--- config.mk ---
export PLATFORM = sky130hd
export DESIGN_NAME = blk_xfer_seq
export DESIGN_NICKNAME = d
export VERILOG_FILES = /design/src/rtl/blk_xfer_pkg.sv /design/src/rtl/mask_popcnt.sv /design/src/rtl/lowest_set.sv /design/src/rtl/xfer_addr_calc.sv /design/src/rtl/blk_xfer_seq.sv
export SDC_FILE = /design/constraint.sdc
export NUM_CORES = 1
export LEC_CHECK = 0
export CAP_MARGIN = 10
export CORE_ASPECT_RATIO = 0.75
export CORE_UTILIZATION = 56
export CTS_CLUSTER_SIZE = 40
export DETAILED_ROUTE_END_ITERATION = 10
export MAX_ROUTING_LAYER = met4
export PLACE_DENSITY_LB_ADDON = 0.25
export SLEW_MARGIN = 20
export SYNTH_ARGS = -nofsm -noshare
export SYNTH_HDL_FRONTEND = slang
export SYNTH_SLANG_ARGS = --single-unit
--- constraint.sdc ---
create_clock -name clk_i -period 3.4 [get_ports clk_i]
set_input_delay 0.68 -clock clk_i [delete_from_list [all_inputs] [get_ports clk_i]]
set_output_delay 0.68 -clock clk_i [all_outputs]
set_load 0.02 [all_outputs]
--- src/rtl/blk_xfer_pkg.sv ---
package blk_xfer_pkg;
  localparam int unsigned NREG       = 16;
  localparam int unsigned WORD_BYTES = 4;

  typedef enum logic [1:0] {
    ST_IDLE = 2'd0,
    ST_RUN  = 2'd1,
    ST_DONE = 2'd2
  } seq_state_e;
endpackage

--- src/rtl/mask_popcnt.sv ---
module mask_popcnt #(
  parameter int unsigned W  = 16,
  localparam int unsigned CW = $clog2(W + 1)
) (
  input  logic [W-1:0]  mask_i,
  output logic [CW-1:0] cnt_o
);
  always_comb begin
    cnt_o = '0;
    for (int i = 0; i < W; i++) cnt_o = cnt_o + CW'(mask_i[i]);
  end
endmodule

--- src/rtl/lowest_set.sv ---
module lowest_set #(
  parameter int unsigned W  = 16,
  localparam int unsigned IW = $clog2(W)
) (
  input  logic [W-1:0]  vec_i,
  output logic [IW-1:0] idx_o,
  output logic          any_o
);
  always_comb begin
    idx_o = '0;
    for (int i = W - 1; i >= 0; i--) begin
      if (vec_i[i]) idx_o = IW'(i);
    end
    any_o = |vec_i;
  end
endmodule

--- src/rtl/xfer_addr_calc.sv ---
module xfer_addr_calc #(
  parameter int unsigned AW         = 32,
  parameter int unsigned CW         = 5,
  parameter int unsigned WORD_BYTES = 4
) (
  input  logic [AW-1:0] base_i,
  input  logic [CW-1:0] cnt_i,
  input  logic          dec_i,
  input  logic          before_i,
  output logic [AW-1:0] start_o,
  output logic [AW-1:0] wb_o
);
  localparam int unsigned SH = $clog2(WORD_BYTES);
  localparam logic [AW-1:0] STEP = AW'(WORD_BYTES);

  logic [AW-1:0] span;
  assign span = AW'(cnt_i) << SH;

  always_comb begin
    if (dec_i) begin
      wb_o    = base_i - span;
      start_o = before_i ? wb_o : wb_o + STEP;
    end else begin
      wb_o    = base_i + span;
      start_o = before_i ? base_i + STEP : base_i;
    end
  end
endmodule

--- src/rtl/blk_xfer_seq.sv ---
module blk_xfer_seq
  import blk_xfer_pkg::*;
#(
  parameter int unsigned AW = 32,
  localparam int unsigned IW = $clog2(NREG),
  localparam int unsigned CW = $clog2(NREG + 1)
) (
  input  logic            clk_i,
  input  logic            rst_ni,
  input  logic            req_valid_i,
  output logic            req_ready_o,
  input  logic [NREG-1:0] req_mask_i,
  input  logic [AW-1:0]   req_base_i,
  input  logic            req_dec_i,
  input  logic            req_before_i,
  output logic            mem_valid_o,
  input  logic            mem_ready_i,
  output logic [IW-1:0]   mem_reg_o,
  output logic [AW-1:0]   mem_addr_o,
  output logic [AW-1:0]   wb_base_o,
  output logic            done_o
);
  localparam logic [AW-1:0] STEP = AW'(WORD_BYTES);

  seq_state_e      state_q, state_d;
  logic [NREG-1:0] rem_q, rem_d;
  logic [AW-1:0]   addr_q, addr_d, wb_q, wb_d;
  logic [CW-1:0]   sel_cnt;
  logic [AW-1:0]   start_addr, wb_calc;
  logic [IW-1:0]   cur_idx;
  logic            rem_any;
  logic            accept, xfer;
  logic [NREG-1:0] rem_next;

  mask_popcnt #(.W(NREG)) u_popcnt (
    .mask_i (req_mask_i),
    .cnt_o  (sel_cnt)
  );

  xfer_addr_calc #(.AW(AW), .CW(CW), .WORD_BYTES(WORD_BYTES)) u_addr (
    .base_i   (req_base_i),
    .cnt_i    (sel_cnt),
    .dec_i    (req_dec_i),
    .before_i (req_before_i),
    .start_o  (start_addr),
    .wb_o     (wb_calc)
  );

  lowest_set #(.W(NREG)) u_scan (
    .vec_i (rem_q),
    .idx_o (cur_idx),
    .any_o (rem_any)
  );

  assign req_ready_o = (state_q == ST_IDLE);
  assign mem_valid_o = (state_q == ST_RUN);
  assign done_o      = (state_q == ST_DONE);
  assign mem_reg_o   = cur_idx;
  assign mem_addr_o  = addr_q;
  assign wb_base_o   = wb_q;

  assign accept   = req_valid_i && req_ready_o;
  assign xfer     = mem_valid_o && mem_ready_i;
  assign rem_next = rem_q & (rem_q - NREG'(1));  // drop lowest set bit

  always_comb begin
    state_d = state_q;
    rem_d   = rem_q;
    addr_d  = addr_q;
    wb_d    = wb_q;
    unique case (state_q)
      ST_IDLE: if (accept) begin
        rem_d   = req_mask_i;
        addr_d  = start_addr;
        wb_d    = wb_calc;
        state_d = (req_mask_i == '0) ? ST_DONE : ST_RUN;
      end
      ST_RUN: if (xfer) begin
        rem_d  = rem_next;
        addr_d = addr_q + STEP;
        if (rem_next == '0) state_d = ST_DONE;
      end
      ST_DONE: state_d = ST_IDLE;
      default: state_d = ST_IDLE;
    endcase
  end

  always_ff @(posedge clk_i or negedge rst_ni) begin
    if (!rst_ni) begin
      state_q <= ST_IDLE;
      rem_q   <= '0;
      addr_q  <= '0;
      wb_q    <= '0;
    end else begin
      state_q <= state_d;
      rem_q   <= rem_d;
      addr_q  <= addr_d;
      wb_q    <= wb_d;
    end
  end

  assert_busy_not_ready_R1: assert property (@(posedge clk_i) disable iff (!rst_ni)
    mem_valid_o |-> !req_ready_o);
  assert_run_has_bits_R2: assert property (@(posedge clk_i) disable iff (!rst_ni)
    mem_valid_o |-> rem_any);
  assert_reg_ascends_R2: assert property (@(posedge clk_i) disable iff (!rst_ni)
    xfer |=> (!mem_valid_o || mem_reg_o > $past(mem_reg_o)));
  assert_addr_step_R3: assert property (@(posedge clk_i) disable iff (!rst_ni)
    xfer |=> (!mem_valid_o || mem_addr_o == $past(mem_addr_o) + STEP));
  assert_stall_hold_R5: assert property (@(posedge clk_i) disable iff (!rst_ni)
    (mem_valid_o && !mem_ready_i) |=>
      (mem_valid_o && $stable(mem_addr_o) && $stable(mem_reg_o)));
  assert_done_pulse_R7: assert property (@(posedge clk_i) disable iff (!rst_ni)
    done_o |=> !done_o);
  assert_done_quiet_R7: assert property (@(posedge clk_i) disable iff (!rst_ni)
    done_o |-> !mem_valid_o);
  assert_wb_stable_R6: assert property (@(posedge clk_i) disable iff (!rst_ni)
    (mem_valid_o && $past(mem_valid_o)) |-> $stable(wb_base_o));
endmodule

==> flow_summary_export.csv, run 1 <==
group,metric,value,unit
floorplanning,ios,125,
synthesis,yosys_warnings,0,
status,lastStage,"global routing (5_1_grt)",
timing,worstEpCategory,"register data pin",
synthesis,synth_commonest_cells,"nand2_1, nor2_1, o21ai_0, dfrtp_1, a21oi_1",
synthesis,async_reset_ff_share,100.0,%
clock_tree,clock-root-buffer,"clkbuf_16",
synthesis,synth-edff-count,0,
synthesis,synth_most_common_cell,"nand2_1",
synthesis,synth_top_area_share,26.11,%
synthesis,synth_area_leaders,"dfrtp_1, nand2_1, o21ai_0",
clock_tree,cts_max_level,3,
floorplanning,die_w,138.8,um
placement,place_area,0.01092,sq mm
timing,worstEndpointGrtRepair,"mem_addr_o[27]$_DFFE_PN0P_/D",
synthesis,yosysUniqueCellTypes,77,
placement,place_congestion,0.9733,
clock_tree,cts_buffers,9,
global_routing,antenna_found_initial,2,
synthesis,syn_inst,1046,
global_routing,track_usage,86.35,%
placement,port_buffers,124,
placement,dpl.hpwl,24360,um
synthesis,syn_area_per_cell,7.512,sq um
clock_tree,clock_sinks,82,
synthesis,ys_seq_area_share,26.11,%
floorplanning,start_util,57.34,%
status,firstError,"[ERROR GRT-0232] Routing congestion too high. Check the congestion heatmap in the GUI.",
floorplanning,die_y,104.6,um
status,status,"did not finish",
synthesis,ys_ff_latch,82,
synthesis,synthFlopType,"dfrtp_1",
synthesis,synth_area,0.007858,sq mm
floorplanning,placementRows,37,
clock_tree,cts_buffer_depth,2,
synthesis,yosysTopAreaCell,"dfrtp_1",
synthesis,syn-num-nets,1132,
global_routing,grt_overflow,117,
global_routing,grt_max_degree,83,
==> metal layers <==
layer | track usage (%) | GRT overflow
met3 | 73.14 | 8
met5 | - | -
met2 | 96.83 | 61
met4 | 87.54 | 45
met1 | 85.85 | 3
==> per-stage QoR <==
step,std cells,utilization (%),worst slack (ns)
global placement,1485,79.70,-4.013
CTS,1535,89.98,-3.323
detailed placement,1485,79.70,-4.198
floorplan,1046,-,-3.133
==> what timing repair did <==
| action | CTS |
|---|---|
| buffers inserted | 44 |
| gates resized for setup | 224 |
| endpoints found under the hold margin | 0 |
| pin swaps | 121 |
| setup endpoints to repair | 60 |
| hold buffers | 0 |
==> kinds of logic after synthesis <==
family	after synthesis	synth area share, %
buffers and inverters	118	5.987
flip-flops	82	26.11
adder cells (fa/ha/maj)	34	6.497
AND/OR/NAND/NOR	427	27.37
XOR/XNOR	90	10.03
AO/OA/AOI/OAI	283	22.29
multiplexers	12	1.704
==> run 2, diff against run 1 <==
--- a/config.mk
+++ b/config.mk
@@ -6,12 +6,9 @@
 export NUM_CORES = 1
 export LEC_CHECK = 0
 export CAP_MARGIN = 10
-export CORE_ASPECT_RATIO = 0.75
-export CORE_UTILIZATION = 56
-export CTS_CLUSTER_SIZE = 40
+export CORE_UTILIZATION = 40
 export DETAILED_ROUTE_END_ITERATION = 10
-export MAX_ROUTING_LAYER = met4
-export PLACE_DENSITY_LB_ADDON = 0.25
+export PLACE_DENSITY_LB_ADDON = 0.15
 export SLEW_MARGIN = 20
 export SYNTH_ARGS = -nofsm -noshare
 export SYNTH_HDL_FRONTEND = slang
==> run 2 against run 1 <==
Against the previous run:
- the flow now finishes, with violations (setup timing)
- area after synthesis unchanged
- synthesized cell count unchanged
==> flow_summary_export.csv, run 2 <==
group,metric,value,unit
status,status,"complete, but fails checks",
status,violations,"setup timing",
timing,fin_skew,0.01172,ns
synthesis,synthFlopType,"dfrtp_1",
run,drv_cap,0,
power,switching_power,5.384,mW
worst_setup_path,critPathLaunchType,"primary input",
power,seqPwrFrac,16.7,%
drt,vias,9311,
drt,drt-initial-drc-count,836,
power,clock_power_share,9.2,%
global_routing,grt_pass1_vias,8744,
synthesis,syn-num-nets,1132,
drt,routed_via_density,5.698,
clock_tree,clock_sinks,82,
worst_setup_path,worstSetupPathType,"in -> reg",
global_routing,track_usage,30.87,%
clock_tree,cts_buffers,9,
final_layout,area_delta_synth_final,64.35,%
synthesis,syn_area_per_cell,7.512,sq um
placement,port_buffers,124,
drt,dr.pass1.iters,5,
floorplanning,die-area,0.02021,sq mm
clock_tree,ctsHoldBuffers,0,
timing,slew_violations,0,
final_layout,insertedDiodeCount,0,
clock_tree,cts_tree,"done",
synthesis,synth_most_common_cell,"nand2_1",
power,ir_worst_vdd,0.6315,mV
power,p_int,6.152,mW
timing,setup_violations,60,
power,power.density,893.3,mW/mm^2
final_layout,nNetsFinal,1455,
synthesis,yosysTopAreaCell,"dfrtp_1",
clock_tree,cts_buffer_depth,2,
timing,fmax,152.5,MHz
clock_tree,cts.clk_slew.worst_paths,0.07,ns
hold_path,hp-class,"in -> async",
final_layout,nFillCells,1527,
timing,rsz0062_at_grt,"yes",
final_layout,drive_gt1_share,36.17,%
drt,drc,0,
clock_tree,clock-root-buffer,"clkbuf_16",
floorplanning,coreArea,0.01896,sq mm
synthesis,syn_inst,1046,
synthesis,ys_seq_area_share,26.11,%
timing,hold_ws,0.3711,ns
global_routing,antenna_found_initial,0,
synthesis,yosys_warnings,0,
global_routing,grt_overflow,0,
placement,place_congestion,0.9754,
floorplanning,die_w,142.2,um
floorplanning,die_y,142.2,um
synthesis,async_reset_ff_share,100.0,%
placement,place_area,0.01101,sq mm
timing,setup_ws,-3.157,ns
floorplanning,start_util,41.45,%
clock_tree,cts_max_level,3,
drt,ant_nets,0,
timing,timing.final.crit_share,192.8,%
clock_tree,insertion_delay,0.36,ns
timing,final_hold_viol_count,0,
floorplanning,placementRows,50,
synthesis,synth_commonest_cells,"nand2_1, nor2_1, o21ai_0, dfrtp_1, a21oi_1",
power,finalPower,11.54,mW
power,leakage,5.208,nW
worst_setup_path,critPathRequiredTime,3.63,ns
timing,tightestPinTransition,0.9333,ns
placement,dpl.hpwl,22540,um
drt,wl,31720,um
power,share_comb_of_total_power,74.1,%
timing,slew_headroom,37.78,%
drt,wl_per_cell,19.41,um
worst_setup_path,end_kind,"flip-flop",
power,power_switching_share,46.67,%
timing,period_needed,6.557,ns
floorplanning,ios,125,
synthesis,synth_area,0.007858,sq mm
worst_setup_path,cp_max_fo,4,
worst_setup_path,crit_arrival,6.79,ns
worst_setup_path,rr_worst_depth,8,
global_routing,grt_pass1_wl,48200,um
final_layout,fin_area,0.01291,sq mm
synthesis,synth_area_leaders,"dfrtp_1, nand2_1, o21ai_0",
final_layout,final_common_cell,"buf_4",
synthesis,yosysUniqueCellTypes,77,
synthesis,synth-edff-count,0,
synthesis,synth_top_area_share,26.11,%
global_routing,grt_max_degree,79,
final_layout,layout_common_cells,"buf_4, nand2_1, clkdlybuf4s50_1",
synthesis,ys_ff_latch,82,
[run 2: cell type report]
class	count	area (sq um)	share of cell area [%]
clock buffer	9	225.2	1.744
multi-input combinational	847	6645	51.46
tap	260	325.3	2.519
inverter	56	232.7	1.802
clock inverter	7	76.32	0.5910
sequential	82	2052	15.89
timing repair buffer	373	3357	26.00
[run 2: through the flow]
stage	setup slack [ns]	TNS, ns	instances	utilization (%)
after floorplan	-3.133	-139.30	1046	-
after global placement	-4.076	-205.04	1569	58.07
after detailed placement	-4.187	-208.81	1569	58.07
after CTS	-3.250	-154.72	1612	64.56
after global routing	-3.319	-160.08	1634	68.13
final	-3.157	-150.87	1634	68.13
[run 2: cell families after synthesis]
kind of cell | count (synthesis) | share of synthesized area, %
AND/OR/NAND/NOR | 427 | 27.37
AO/OA/AOI/OAI | 283 | 22.29
buffers and inverters | 118 | 5.987
XOR/XNOR | 90 | 10.03
flip-flops | 82 | 26.11
adder cells (fa/ha/maj) | 34 | 6.497
multiplexers | 12 | 1.704
[run 2: worst paths after layout]
| path | to | start | slack, ns |
|---|---|---|---|
| min in group clk_i | wb_base_o[14] | wb_base_o[14] | 0.47 |
| min reg2reg | wb_base_o[14] | wb_base_o[14] | 0.47 |
| max in group asynchronous | mem_addr_o[19] | rst_ni | 2.36 |
| max | mem_addr_o[27] | req_mask_i[1] | -3.16 |
| max reg2reg | mem_addr_o[21] | state_q[0] | 0.68 |
| min | wb_base_o[4] | rst_ni | 0.37 |
[run 2: per-layer routing]
metal	vias up	GRT usage, %	wire [um]
met5	-	0	0
met4	0	7.074	762
met3	62	3.769	2443
met2	458	48.94	14190
met1	4411	44.58	14320
li1	4380	-	-
[run 2: timing repair]
item	in CTS	in global routing
gates resized for setup	198	116
setup endpoints to repair	60	60
setup buffers	29	32
pin swaps	96	79
cloned	1	0
[run 2: worst max-delay path, cell delays in order]
cell and delay [ns]:
buf_12 0.09, inv_12 0.03, ha_4 0.25, inv_2 0.03
fa_1 0.52, fa_1 0.45, fa_1 0.52, fa_1 0.43
fa_2 0.39, fa_2 0.58, inv_4 0.06, ha_4 0.21
or2_4 0.26, a2111oi_4 0.52, o21bai_1 0.16, a221o_1 0.38
buf_6 0.13, nor4_4 0.19, nand4_1 0.15, buf_4 0.18
or3_1 0.31, a31oi_1 0.17, a211oi_1 0.06
[run 2: power by group through the flow]
stage / Combinational, mW / Sequential [mW] / Clock [mW]
final: 8.55 / 1.93 / 1.06
after global routing: 9.14 / 2.00 / 1.10
after CTS: 7.72 / 1.91 / 1.07
after detailed placement: 6.58 / 1.93 / 0
after global placement: 6.50 / 1.92 / 0
after floorplan: 3.43 / 2.22 / 0
No activity file was read; power rests on OpenSTA's default activity.
==> run 3, diff against run 2 <==
--- a/config.mk
+++ b/config.mk
@@ -6,6 +6,7 @@
 export NUM_CORES = 1
 export LEC_CHECK = 0
 export CAP_MARGIN = 10
+export CORE_ASPECT_RATIO = 2
 export CORE_UTILIZATION = 40
 export DETAILED_ROUTE_END_ITERATION = 10
 export PLACE_DENSITY_LB_ADDON = 0.15
==> run 3 against run 2 <==
Against the previous run:
- the run still ends with setup timing left
- global-route usage increased by 1.9 points
- sequential share of layout area hardly changed
- clock power about the same
- combinational power shrank 1%
- critical endpoint is now mem_addr_o[29]
==> flow_summary_export.csv, run 3 (same netlist as run 2, synthesis figures left out) <==
group,metric,value,unit
status,status,"complete, but fails checks",
status,violations,"setup timing",
timing,timing.final.crit_share,198.0,%
clock_tree,cts_tree,"done",
floorplanning,die_y,200.2,um
clock_tree,clock_sinks,82,
clock_tree,cts_buffer_depth,2,
global_routing,antenna_found_initial,0,
timing,final_hold_viol_count,0,
worst_setup_path,critPathRequiredTime,3.64,ns
drt,ant_nets,0,
clock_tree,clock-root-buffer,"clkbuf_16",
worst_setup_path,end_kind,"flip-flop",
drt,wl_per_cell,20.67,um
timing,fin_skew,0.009803,ns
floorplanning,placementRows,72,
timing,slew_violations,0,
placement,place_congestion,0.9294,
floorplanning,ios,125,
final_layout,nNetsFinal,1451,
drt,drt-initial-drc-count,468,
timing,tightestPinTransition,0.9007,ns
global_routing,grt_pass1_wl,49740,um
global_routing,grt_overflow,0,
timing,rsz0062_at_grt,"yes",
timing,setup_violations,60,
final_layout,area_delta_synth_final,64.62,%
drt,wl,33670,um
drt,dr.pass1.iters,5,
drt,vias,9384,
power,switching_power,5.457,mW
placement,port_buffers,124,
worst_setup_path,cp_max_fo,5,
floorplanning,die_w,101.1,um
power,share_comb_of_total_power,74.1,%
clock_tree,cts.clk_slew.worst_paths,0.07,ns
timing,fin_tns_setup,-154.00,ns
placement,dp_cells,1560,
global_routing,grt_max_degree,80,
global_routing,grt_pass1_vias,9211,
timing,period_needed,6.732,ns
final_layout,drive_gt1_share,35.99,%
power,seqPwrFrac,16.7,%
floorplanning,die-area,0.02024,sq mm
placement,dpl.hpwl,24630,um
clock_tree,insertion_delay,0.38,ns
drt,drc,0,
final_layout,layout_common_cells,"buf_4, nand2_1, clkdlybuf4s50_1",
power,p_int,5.957,mW
global_routing,track_usage,32.72,%
run,drv_cap,0,
power,leakage,5.230,nW
timing,fmax,148.6,MHz
clock_tree,cts_buffers,9,
clock_tree,cts_max_level,3,
timing,setup_ws,-3.332,ns
floorplanning,coreArea,0.01928,sq mm
power,ir_worst_vdd,0.5298,mV
worst_setup_path,worstSetupPathType,"in -> reg",
final_layout,insertedDiodeCount,0,
floorplanning,start_util,40.76,%
worst_setup_path,crit_arrival,6.97,ns
worst_setup_path,critPathLaunchType,"primary input",
power,power.density,882.4,mW/mm^2
final_layout,final_common_cell,"buf_4",
power,clock_power_share,9.2,%
drt,routed_via_density,5.761,
power,power_switching_share,47.81,%
hold_path,hp-class,"in -> async",
final_layout,fin_util,67.10,%
final_layout,final_cells,1629,
timing,slew_headroom,39.89,%
run 3: cell type report:
cell class	instances	area [sq um]
multi-input combinational	846	6704
fill	1590	6344
timing repair buffer	370	3321
sequential	82	2052
tap	259	324.1
inverter	56	232.7
clock buffer	9	225.2
clock inverter	7	76.32
run 3: what timing repair did:
action,4_1_cts,5_1_grt
hold buffers,0,0
cloned,0,0
setup buffers,33,36
pin swaps,119,105
endpoints found under the setup margin,60,60
gates resized for setup,192,129
run 3: critical path: stages:
cell	delay (ns)
buf_12	0.09
inv_12	0.03
ha_4	0.24
inv_2	0.03
fa_1	0.52
fa_1	0.44
fa_2	0.57
fa_1	0.43
fa_2	0.37
fa_2	0.40
nor2b_1	0.13
o21a_1	0.19
inv_2	0.06
ha_4	0.16
nor3_4	0.24
nand2_2	0.15
or4_4	0.59
or3_4	0.37
a2111oi_4	0.43
buf_4	0.18
nand2_2	0.05
or3_4	0.38
a31oi_4	0.18
a311oi_2	0.05
run 3: path summary, 6_finish.rpt:
check,depth (start not counted),slack (ns),end,start
worst max-delay path,24,-3.33,mem_addr_o[29],req_mask_i[1]
worst min-delay path,1,0.28,mem_addr_o[2],rst_ni
worst max register to register,8,0.61,mem_addr_o[22],mem_addr_o[2]
worst min register to register,2,0.47,wb_base_o[25],wb_base_o[25]
max in group asynchronous,2,2.36,wb_base_o[23],rst_ni
min in group clk_i,2,0.47,wb_base_o[25],wb_base_o[25]
run 3: through the flow:
| step | total power, mW | worst slack (ns) | hold WS, ns | area [sq um] |
|---|---|---|---|---|
| final | 11.41 | -3.332 | 0.2802 | 12930 |
| after floorplan | 5.650 | -3.133 | 0.3844 | 8207 |
| after CTS | 10.81 | -3.320 | 0.2989 | 12130 |
| after global placement | 8.524 | -4.136 | 0.4548 | 10950 |
| after detailed placement | 8.609 | -4.208 | 0.4593 | 10950 |
| after global routing | 12.08 | -3.514 | 0.3285 | 12930 |
run 3: power groups by stage:
stage	clock network (mW)	logic [mW]	registers (mW)
5_1_grt	1.09	9.02	1.97
3_5_place_dp	0	6.70	1.91
6_report	1.05	8.46	1.91
4_1_cts	1.06	7.85	1.90
2_1_floorplan	0	3.43	2.22
3_3_place_gp	0	6.62	1.90
run 3: per-layer routing:
metal	track usage (%)	wire, um	up-vias
met5	0	0	-
met4	24.38	2852	0
met3	4.292	1398	148
met2	58.33	17460	386
met1	33.82	11960	4491
li1	-	-	4359
